## src/rtl/pbus_pkg.sv

```systemverilog
package pbus_pkg;

    typedef enum logic [2:0] {
        ST_IDLE,
        ST_SETUP,
        ST_STROBE,
        ST_HOLD,
        ST_DROP
    } wr_state_e;

    function automatic int ceil_div(input int num, input int den);
        return (num + den - 1) / den;
    endfunction

endpackage

```

## src/rtl/pbus_fsm.sv

```systemverilog
module pbus_fsm
    import pbus_pkg::*;
#(
    parameter int SLAVES    = 4,
    parameter int SLV_W     = 3,
    parameter int SETUP_CYC = 17,
    parameter int CNT_W     = 5
) (
    input  logic             clk,
    input  logic             rst_n,
    input  logic             req_valid,
    input  logic [SLV_W-1:0] req_slave,
    output logic             req_ready,
    output logic             busy,
    output logic             done,
    output logic             drive_en,
    output logic             ld_direct,
    output logic             ld_pend,
    output logic             promote
);

    wr_state_e        state_q, state_d;
    logic [CNT_W-1:0] cnt_q;
    logic             accept, good_idx;

    assign good_idx = (req_slave >= SLV_W'(1)) && (req_slave <= SLV_W'(SLAVES));
    assign accept   = req_valid && req_ready;

    // Next-state decision
    always_comb begin
        state_d = state_q;
        unique case (state_q)
            ST_IDLE:   if (accept && good_idx) state_d = ST_SETUP;
            ST_SETUP:  if (cnt_q == '0) state_d = ST_STROBE;
            ST_STROBE: state_d = ST_HOLD;
            ST_HOLD:   if (accept && good_idx) state_d = ST_DROP;
            ST_DROP:   state_d = ST_SETUP;
            default:   state_d = ST_IDLE;
        endcase
    end

    // State register and setup counter
    always_ff @(posedge clk or negedge rst_n) begin
        if (!rst_n) begin
            state_q <= ST_IDLE;
            cnt_q   <= '0;
        end else begin
            state_q <= state_d;
            if (state_d == ST_SETUP && state_q != ST_SETUP)
                cnt_q <= CNT_W'(SETUP_CYC - 1);
            else if (state_q == ST_SETUP && cnt_q != '0)
                cnt_q <= cnt_q - CNT_W'(1);
        end
    end

    // Outputs decoded from state
    always_comb begin
        req_ready = (state_q == ST_IDLE) || (state_q == ST_HOLD);
        busy      = (state_q == ST_SETUP) || (state_q == ST_STROBE) || (state_q == ST_DROP);
        done      = (state_q == ST_STROBE);
        drive_en  = (state_q == ST_STROBE) || (state_q == ST_HOLD);
        ld_direct = (state_q == ST_IDLE) && accept && good_idx;
        ld_pend   = (state_q == ST_HOLD) && accept && good_idx;
        promote   = (state_q == ST_DROP);
    end

    // Checker: cycles spent in phase one
    logic [CNT_W-1:0] run_q;
    always_ff @(posedge clk or negedge rst_n) begin
        if (!rst_n)                   run_q <= '0;
        else if (state_q == ST_SETUP) run_q <= run_q + CNT_W'(1);
        else                          run_q <= '0;
    end

    AST_SETUP_LENGTH: assert property (@(posedge clk) disable iff (!rst_n)
        (state_q == ST_STROBE) |-> (run_q == CNT_W'(SETUP_CYC)));
    AST_READY_DROPS: assert property (@(posedge clk) disable iff (!rst_n)
        (req_valid && req_ready && good_idx) |=> !req_ready);
    AST_BAD_INDEX_IDLE: assert property (@(posedge clk) disable iff (!rst_n)
        (req_valid && req_ready && !good_idx) |=> (state_q == $past(state_q)));
    AST_DONE_ONE_CYCLE: assert property (@(posedge clk) disable iff (!rst_n)
        done |=> !done);

endmodule

```

## src/rtl/pbus_fields.sv

```systemverilog
module pbus_fields #(
    parameter int SLV_W = 3,
    parameter int OFF_W = 3,
    parameter int DAT_W = 5
) (
    input  logic             clk,
    input  logic             rst_n,
    input  logic             ld_direct,
    input  logic             ld_pend,
    input  logic             promote,
    input  logic             drive_en,
    input  logic [SLV_W-1:0] req_slave,
    input  logic [OFF_W-1:0] req_off,
    input  logic [DAT_W-1:0] req_data,
    output logic [SLV_W-1:0] cur_slave,
    output logic [OFF_W-1:0] cur_off,
    output logic [DAT_W-1:0] cur_dat
);

    logic [SLV_W-1:0] pend_slave;
    logic [OFF_W-1:0] pend_off;
    logic [DAT_W-1:0] pend_dat;

    always_ff @(posedge clk or negedge rst_n) begin
        if (!rst_n) begin
            cur_slave  <= '0;
            cur_off    <= '0;
            cur_dat    <= '0;
            pend_slave <= '0;
            pend_off   <= '0;
            pend_dat   <= '0;
        end else begin
            if (ld_direct) begin
                cur_slave <= req_slave;
                cur_off   <= req_off;
                cur_dat   <= req_data;
            end else if (promote) begin
                cur_slave <= pend_slave;
                cur_off   <= pend_off;
                cur_dat   <= pend_dat;
            end
            if (ld_pend) begin
                pend_slave <= req_slave;
                pend_off   <= req_off;
                pend_dat   <= req_data;
            end
        end
    end

    AST_FIELDS_FROZEN_ON_STROBE: assert property (@(posedge clk) disable iff (!rst_n)
        $rose(drive_en) |-> ($stable(cur_off) && $stable(cur_dat)));
    AST_LOWER_BEFORE_CHANGE: assert property (@(posedge clk) disable iff (!rst_n)
        (!$stable(cur_off) || !$stable(cur_dat)) |-> (!drive_en && !$past(drive_en)));

endmodule

```

## src/rtl/pbus_pack.sv

```systemverilog
module pbus_pack #(
    parameter int SLAVES   = 4,
    parameter int SLV_W    = 3,
    parameter int OFF_W    = 3,
    parameter int DAT_W    = 5,
    parameter int WORD_W   = 32,
    parameter int ADDR_LSB = 9,
    parameter int DATA_LSB = 27
) (
    input  logic              clk,
    input  logic              rst_n,
    input  logic              drive_en,
    input  logic [SLV_W-1:0]  cur_slave,
    input  logic [OFF_W-1:0]  cur_off,
    input  logic [DAT_W-1:0]  cur_dat,
    input  logic [WORD_W-1:0] gpio_keep,
    output logic [WORD_W-1:0] gpio_out
);

    localparam int ADDR_W = SLAVES + OFF_W;

    logic [SLAVES-1:0] en_vec;
    logic [ADDR_W-1:0] addr_fld;

    // Slave 1 takes the top enable bit, the last slave the lowest one
    for (genvar k = 0; k < SLAVES; k++) begin : g_en
        assign en_vec[SLAVES-1-k] = drive_en && (cur_slave == SLV_W'(k + 1));
    end

    assign addr_fld = {en_vec, cur_off};

    always_comb begin
        gpio_out = gpio_keep;
        gpio_out[ADDR_LSB +: ADDR_W] = addr_fld;
        gpio_out[DATA_LSB +: DAT_W]  = cur_dat;
    end

    AST_AT_MOST_ONE_ENABLE: assert property (@(posedge clk) disable iff (!rst_n)
        $onehot0(gpio_out[ADDR_LSB + OFF_W +: SLAVES]));
    AST_ENABLE_WHEN_DRIVEN: assert property (@(posedge clk) disable iff (!rst_n)
        drive_en |-> ($countones(gpio_out[ADDR_LSB + OFF_W +: SLAVES]) == 1));

endmodule

```

## src/rtl/pbus_wr_master.sv

```systemverilog
module pbus_wr_master #(
    parameter int CLK_PERIOD_PS = 10000,
    parameter int SETUP_PS      = 166000,
    parameter int SLAVES        = 4,
    parameter int OFF_W         = 3,
    parameter int DAT_W         = 5,
    parameter int WORD_W        = 32,
    parameter int ADDR_LSB      = 9,
    parameter int DATA_LSB      = 27
) (
    input  logic              clk,
    input  logic              rst_n,
    input  logic              req_valid,
    output logic              req_ready,
    input  logic [2:0]        req_slave,
    input  logic [OFF_W-1:0]  req_off,
    input  logic [DAT_W-1:0]  req_data,
    input  logic [WORD_W-1:0] gpio_keep,
    output logic [WORD_W-1:0] gpio_out,
    output logic              busy,
    output logic              done
);

    localparam int SLV_W     = 3;
    localparam int RAW_CYC   = pbus_pkg::ceil_div(SETUP_PS, CLK_PERIOD_PS);
    localparam int SETUP_CYC = (RAW_CYC < 1) ? 1 : RAW_CYC;
    localparam int CNT_W     = $clog2(SETUP_CYC + 1);

    logic             drive_en, ld_direct, ld_pend, promote;
    logic [SLV_W-1:0] cur_slave;
    logic [OFF_W-1:0] cur_off;
    logic [DAT_W-1:0] cur_dat;

    pbus_fsm #(
        .SLAVES(SLAVES), .SLV_W(SLV_W), .SETUP_CYC(SETUP_CYC), .CNT_W(CNT_W)
    ) u_fsm (
        .clk(clk), .rst_n(rst_n), .req_valid(req_valid), .req_slave(req_slave),
        .req_ready(req_ready), .busy(busy), .done(done), .drive_en(drive_en),
        .ld_direct(ld_direct), .ld_pend(ld_pend), .promote(promote)
    );

    pbus_fields #(
        .SLV_W(SLV_W), .OFF_W(OFF_W), .DAT_W(DAT_W)
    ) u_fields (
        .clk(clk), .rst_n(rst_n), .ld_direct(ld_direct), .ld_pend(ld_pend),
        .promote(promote), .drive_en(drive_en), .req_slave(req_slave),
        .req_off(req_off), .req_data(req_data), .cur_slave(cur_slave),
        .cur_off(cur_off), .cur_dat(cur_dat)
    );

    pbus_pack #(
        .SLAVES(SLAVES), .SLV_W(SLV_W), .OFF_W(OFF_W), .DAT_W(DAT_W),
        .WORD_W(WORD_W), .ADDR_LSB(ADDR_LSB), .DATA_LSB(DATA_LSB)
    ) u_pack (
        .clk(clk), .rst_n(rst_n), .drive_en(drive_en), .cur_slave(cur_slave),
        .cur_off(cur_off), .cur_dat(cur_dat), .gpio_keep(gpio_keep),
        .gpio_out(gpio_out)
    );

endmodule

```

## config.mk

```make
export PLATFORM = sky130hd
export DESIGN_NAME = pbus_wr_master
export DESIGN_NICKNAME = d
export VERILOG_FILES = /design/src/rtl/pbus_pkg.sv /design/src/rtl/pbus_fsm.sv /design/src/rtl/pbus_fields.sv /design/src/rtl/pbus_pack.sv /design/src/rtl/pbus_wr_master.sv
export SDC_FILE = /design/constraint.sdc
export NUM_CORES = 1
export LEC_CHECK = 0
export BUFFER_PORTS_ARGS = -buffer_cell sky130_fd_sc_hd__buf_2
export CAP_MARGIN = 20
export CORE_MARGIN = 5
export CORE_UTILIZATION = 41
export CTS_CLUSTER_SIZE = 28
export DETAILED_ROUTE_END_ITERATION = 10
export PLACE_DENSITY = 0.76
export SYNTH_ARGS = -nofsm -noshare
export SYNTH_HDL_FRONTEND = slang
export SYNTH_SLANG_ARGS = --single-unit
```

## constraint.sdc

```tcl
create_clock -name clk -period 1.6 [get_ports clk]
set_input_delay 0.32 -clock clk [delete_from_list [all_inputs] [get_ports clk]]
set_output_delay 0.32 -clock clk [all_outputs]
set_load 0.02 [all_outputs]
```

**Yosys cells after proc, flatten, opt, wreduce, memory -nomap -nowiden**

Index checks and enable logic that the tools add are counted.

- Register bits after elaboration: 30
- Output and inout bits: 35
- Word-level logic and storage cells: 55

- Add/sub/neg operators: 1
- $lt $le $gt $ge: 2
- Equality and inequality tests: 10
- Mux-type cells: 12
- Reductions and logical operators: 22

Operator list:

| cell | count |
|---|---|
| 3-bit two-way mux | 7 |
| 5-bit two-way mux | 4 |
| 3-bit case mux with 5 select lines | 1 |
| 1-bit logical AND | 13 |
| 3-bit by 2-bit == test with 1-bit output, second input constant | 4 |
| 3-bit by 1-bit == test with 1-bit output, second input constant | 3 |
| 3-bit == test, second input constant | 2 |
| 5-bit zero test | 1 |
| 5-bit nonzero test | 1 |
| 5-bit by 1-bit subtractor with 5-bit output, second input constant | 1 |
| 1-bit logical OR | 4 |
| 2-bit nonzero test | 2 |
| 3-bit by 1-bit greater-or-equal comparator with 1-bit output, second input constant | 1 |
| 3-bit less-or-equal comparator, second input constant | 1 |
| 3-bit zero test | 1 |
| 3-bit by 1-bit != test with 1-bit output, second input constant | 1 |

**Depth between registers and ports, before layout**

- Depth in word-level cells: 9
- Mapped depth: 7
- Gate-level depth less buffers: 6

**Cells and area by module**

Synthesis repeated with hierarchy kept, for this count alone.

- Cell total of the unflattened synthesis: 160
- Area, all modules: 1697.9 um^2

By module, submodules not included:

| module | instances | cells each | area each (um^2) |
|---|---|---|---|
| pbus_fields | 1 | 70 | 913.4 |
| pbus_fsm | 1 | 58 | 526.8 |
| pbus_pack | 1 | 32 | 257.7 |

**Least setup slack after synthesis**

No wires, ideal clock.

- Kind: register to output
- Start point: reg u_fsm.state_q[1]
- End point: out busy
- Data arrival time: 1.296 ns
- Required time: 1.280 ns
- Path slack: -0.016 ns
- Stages on the path, launching flop included: 5
- Path buffers: 2
- Cells stage by stage: dfrtp_1 clkbuf_1 nor3_1 buf_2 a21o_1

- Word-level cells in the longest chain between the ends: 3
- Elaborated cells on any way between the ends: 5

RTL lines:

| item | line | RTL |
|---|---|---|
| start, declared | pbus_fsm.sv:22 | `wr_state_e state_q, state_d;` |
| start signal, assigned | pbus_fsm.sv:48 | `state_q <= state_d;` |
| 3-bit by 1-bit == test with 1-bit output / 3-bit by 2-bit == test with 1-bit output (equally long branches) | pbus_fsm.sv:59 | `busy = (state_q == ST_SETUP) \|\| (state_q == ST_STROBE) \|\| (state_q == ST_DROP);` |
| 1-bit logical OR | pbus_fsm.sv:59 |  |
| 1-bit logical OR (*) | pbus_fsm.sv:59 |  |
| end, declared | pbus_wr_master.sv:20 | `output logic busy,` |

Mark *: on every way between the ends. The rest lies on a longest branch, timed or not.

**Worst setup path after layout**

- Start point: reg u_fsm.cnt_q[1]
- End point: reg u_fsm.cnt_q[0]

- Word-level cells in the longest chain between the ends: 6
- Elaborated cells on any way between the ends: 9

RTL lines:

| item | line | RTL |
|---|---|---|
| start, declared | pbus_fsm.sv:23 | `logic [CNT_W-1:0] cnt_q;` |
| start signal, assigned | pbus_fsm.sv:50 | `cnt_q <= CNT_W'(SETUP_CYC - 1);` |
| start signal, assigned | pbus_fsm.sv:52 | `cnt_q <= cnt_q - CNT_W'(1);` |
| 5-bit zero test | pbus_fsm.sv:34 | `ST_SETUP: if (cnt_q == '0) state_d = ST_STROBE;` |
| 3-bit two-way mux | pbus_fsm.sv:34 |  |
| 3-bit case mux with 5 select lines | pbus_fsm.sv:32 | `unique case (state_q)` |
| 3-bit by 1-bit == test with 1-bit output | pbus_fsm.sv:49 | `if (state_d == ST_SETUP && state_q != ST_SETUP)` |
| 1-bit logical AND | pbus_fsm.sv:49 |  |
| 5-bit two-way mux / 2-bit nonzero test (equally long branches) | -- |  |

Several ways; a longest one is shown, not always the timed one.
A chain may end at the register's enable or synchronous reset.

==> flow_summary_export.csv <==
group,metric,value,unit
timing,finClkSkew,0.00213,ns
flow_run,maxCapViolations,0,
routing,post_drt_wl_per_cell,14.3,um
synthesis,synth.top_cell.area_share,47.0,%
power_and_ir_drop,power.net_switching,1.39,mW
power_and_ir_drop,powerDensity,1900,mW/mm^2
timing,hold_violations,0,
synthesis,yosysWarnings,0,
worst_setup_path,max_stage_delay,0.51,ns
power_and_ir_drop,seq_power_share,36.5,%
synthesis,synth_cell_type_count,32,
clock_tree,cts.clk_slew.worst_paths,0.06,ns
power_and_ir_drop,power,3.73,mW
die,floorplan.initialDensity,43.0,%
clock_tree,htreeDepth,2,
clock_tree,numCtsBuffers,5,
die,core-area,0.00372,sq mm
global_routing,overflow,0,
power_and_ir_drop,internal_power,2.33,mW
finish,drive_gt1_share,53.2,%
status,violations,"negative setup slack",
synthesis,yosys_most_used_dff,"dfrtp_1",
synthesis,syn_avg_cell_area,10.4,sq um
worst_setup_path,critPathBufInv,1,
worst_setup_path,critPathArrivalTime,1.78,ns
finish,area_growth,23.0,%
die,die_w,72.4,um
synthesis,ys_ff_latch,30,
global_routing,grt_pass1_vias,1250,
clock_tree,tritoncts,"yes",
synthesis,ys_seq_area_share,47.0,%
place,gp_congestion,0.815,
worst_setup_path,path_max_fanout,6,
finish,finalNetCount,235,
routing,dr.first_iter.drc_count,72,
routing,drt-pass1-iter-count,4,
worst_setup_path,crit_family,"simple AND/OR/NAND/NOR gates",
synthesis,synth-edff-count,0,
clock_tree,cts.hold.buffers_added,0,
finish,final_cells,236,
synthesis,synth_async_sr_flop_share,100,%
timing,maxSlewViolCount,0,
place,io_buffers,28,
hold_path,hold_class,"primary input to asynchronous set/reset pin",
timing,worstMarginPinSlew,0.654,ns
die,std_cell_rows,22,
power_and_ir_drop,power.leakage,0.973,nW
clock_tree,cts_buffer_depth,2,
timing,post-route-period-util,101,%
clock_tree,clock_sinks,30,
synthesis,yosys.area.top_type,"dfrtp_1",
synthesis,synthTopCellsByCount,"dfrtp_1, buf_4, inv_1, mux2_2",
die,die_y,72.4,um
die,die-area,0.00524,sq mm
global_routing,grt_use_total,13.6,%
place,place_inst,218,
power_and_ir_drop,netSwitchingFraction,37.4,%
synthesis,yosysMostFrequentCell,"dfrtp_1",
worst_setup_path,r2r_setup_slack,-0.01,ns
finish,utilization,52.9,%
timing,setup_viol,1,
global_routing,grt_pass1_wl,5.52,mm
worst_setup_path,crit_slowest_cell,"or4b_4",
routing,vias,1210,
synthesis,synth_nets,201,
timing,period_needed,1.61,ns
worst_setup_path,worstPathRequired,1.77,ns
routing,drc_errors,0,
global_routing,grt_max_degree,31,
die,ios,81,
finish,fillers,341,
worst_setup_path,critPathLaunchType,"flop",
routing,viasPerCell,5.13,
clock_tree,clock_latency,0.28,ns
timing,setup_ws,-0.0118,ns
power_and_ir_drop,clockPowerShare,16.9,%
timing,rsz0062_at_grt,"true",
power_and_ir_drop,peakVddDrop,0.979,mV
global_routing,antenna_found_initial,0,
worst_setup_path,critPathKind,"flop to flop",
timing,fmax,0.620,GHz
power_and_ir_drop,pwr-share-comb,46.6,%
timing,max_slew_margin,56.4,%
worst_setup_path,crit_chain,"inv_2 > ha_1 > or4b_4 > and2_4 > xnor2_2 > nor2_1",
clock_tree,cts_root_buffer,"clkbuf_8",
place,hpwlAfterDp,2.18,mm
synthesis,synth.cell_area,0.00160,sq mm
status,status,"complete, but fails checks",
routing,wl,3.37,mm
worst_setup_path,end_kind,"flop",
finish,num_antenna_cells,0,
synthesis,syn_inst,153,
routing,ant_nets,0,
synthesis,synth_area_leaders,"dfrtp_1, buf_4, mux2_2, a22oi_1, inv_1",
timing,timing.hold.ws,0.0630,ns
-- logic make-up after synthesis --
logic type                 after synthesis  share of synthesized area (%)
DFF                                     30                           47.0
and+or+nand+nor                         34                           11.4
AOI/OAI and AO/OA                       27                           12.7
adders and majority gates                2                           1.57
xor gates and xnor gates                 5                           2.74
muxes                                   12                           8.46
buffers and inverters                   43                           16.1
-- worst paths after layout --
| check | from | endpoint | depth (start not counted) |
|---|---|---|---|
| min | rst_n | u_fields.pend_dat[2] | 1 |
| max | u_fsm.cnt_q[1] | u_fsm.cnt_q[0] | 6 |
| max in group asynchronous | rst_n | u_fsm.state_q[0] | 1 |
| min in group clk | req_data[3] | u_fields.cur_dat[3] | 3 |
| min reg2reg | u_fields.pend_off[1] | u_fields.pend_off[1] | 1 |
| max reg2reg | u_fsm.cnt_q[1] | u_fsm.cnt_q[0] | 6 |
-- layer usage --
| metal | vias to the layer above | track usage (%) | part of all wire, % |
|---|---|---|---|
| met5 | - | 0 | 0 |
| li1 | 565 | - | - |
| met4 | 0 | 6.76 | 2.6 |
| met3 | 17 | 5.96 | 7.2 |
| met1 | 589 | 16.2 | 43 |
| met2 | 39 | 20.9 | 47 |
-- cells in the final DEF, fill, tap and decap left out, types with 4 or more instances in the layout --
master,instances
dfrtp_1,27
buf_2,25
buf_4,25
inv_1,13
mux2_2,12
a22oi_1,11
nor2_1,8
o21ai_0,6
o21ai_2,6
clkbuf_8,6
nand2_1,4
-- final cells by class --
type / count / area [sq um] / area share (%)
tap: 48 / 60.1 / 3.06
timing repair buffer: 53 / 349 / 17.8
sequential: 30 / 754 / 38.4
clock buffer: 7 / 86.3 / 4.39
clock inverter: 1 / 5.00 / 0.255
inverter: 16 / 60.1 / 3.06
multi-input combinational: 81 / 649 / 33.1
-- power by group through the flow --
stage	logic [mW]	registers [mW]	clock network (mW)
after floorplan	0.988	1.42	0
after global placement	1.44	1.33	0
after detailed placement	1.47	1.34	0
after CTS	1.53	1.35	0.648
after global routing	1.92	1.42	0.682
final	1.74	1.36	0.629
-- sequential cells by signal, summed over array words and instances (netlist names) --
register and count:
u_fields.pend_off 3, u_fsm.cnt_q 5, u_fields.pend_dat 5, u_fields.cur_off 3
u_fields.cur_dat 5, u_fields.pend_slave 3, u_fsm.state_q 3, u_fields.cur_slave 3
-- per-stage QoR --
| stage | setup TNS (ns) | worst slack (ns) | cell area [sq um] |
|---|---|---|---|
| 4_1_cts | -0.0359 | -0.0192 | 1880 |
| 3_5_place_dp | -2.06 | -0.165 | 1730 |
| 6_report | -0.0118 | -0.0118 | 1960 |
| 5_1_grt | -0.375 | -0.0725 | 1960 |
| 2_1_floorplan | -0.0157 | -0.0157 | 1600 |
| 3_3_place_gp | -1.44 | -0.121 | 1730 |
-- worst reg2reg max path: stages (launching register included) --
cell,delay (ns)
dfrtp_1,0.40
inv_2,0.06
ha_1,0.13
or4b_4,0.51
and2_4,0.22
xnor2_2,0.13
nor2_1,0.05
-- what timing repair did --
action | in CTS | in global routing
pin swaps | 0 | 6
resized for setup | 13 | 10
buffers inserted | 3 | 6
endpoints found under the setup margin | 11 | 14
cloned | 0 | 1
(Power assumes the default switching activity.)
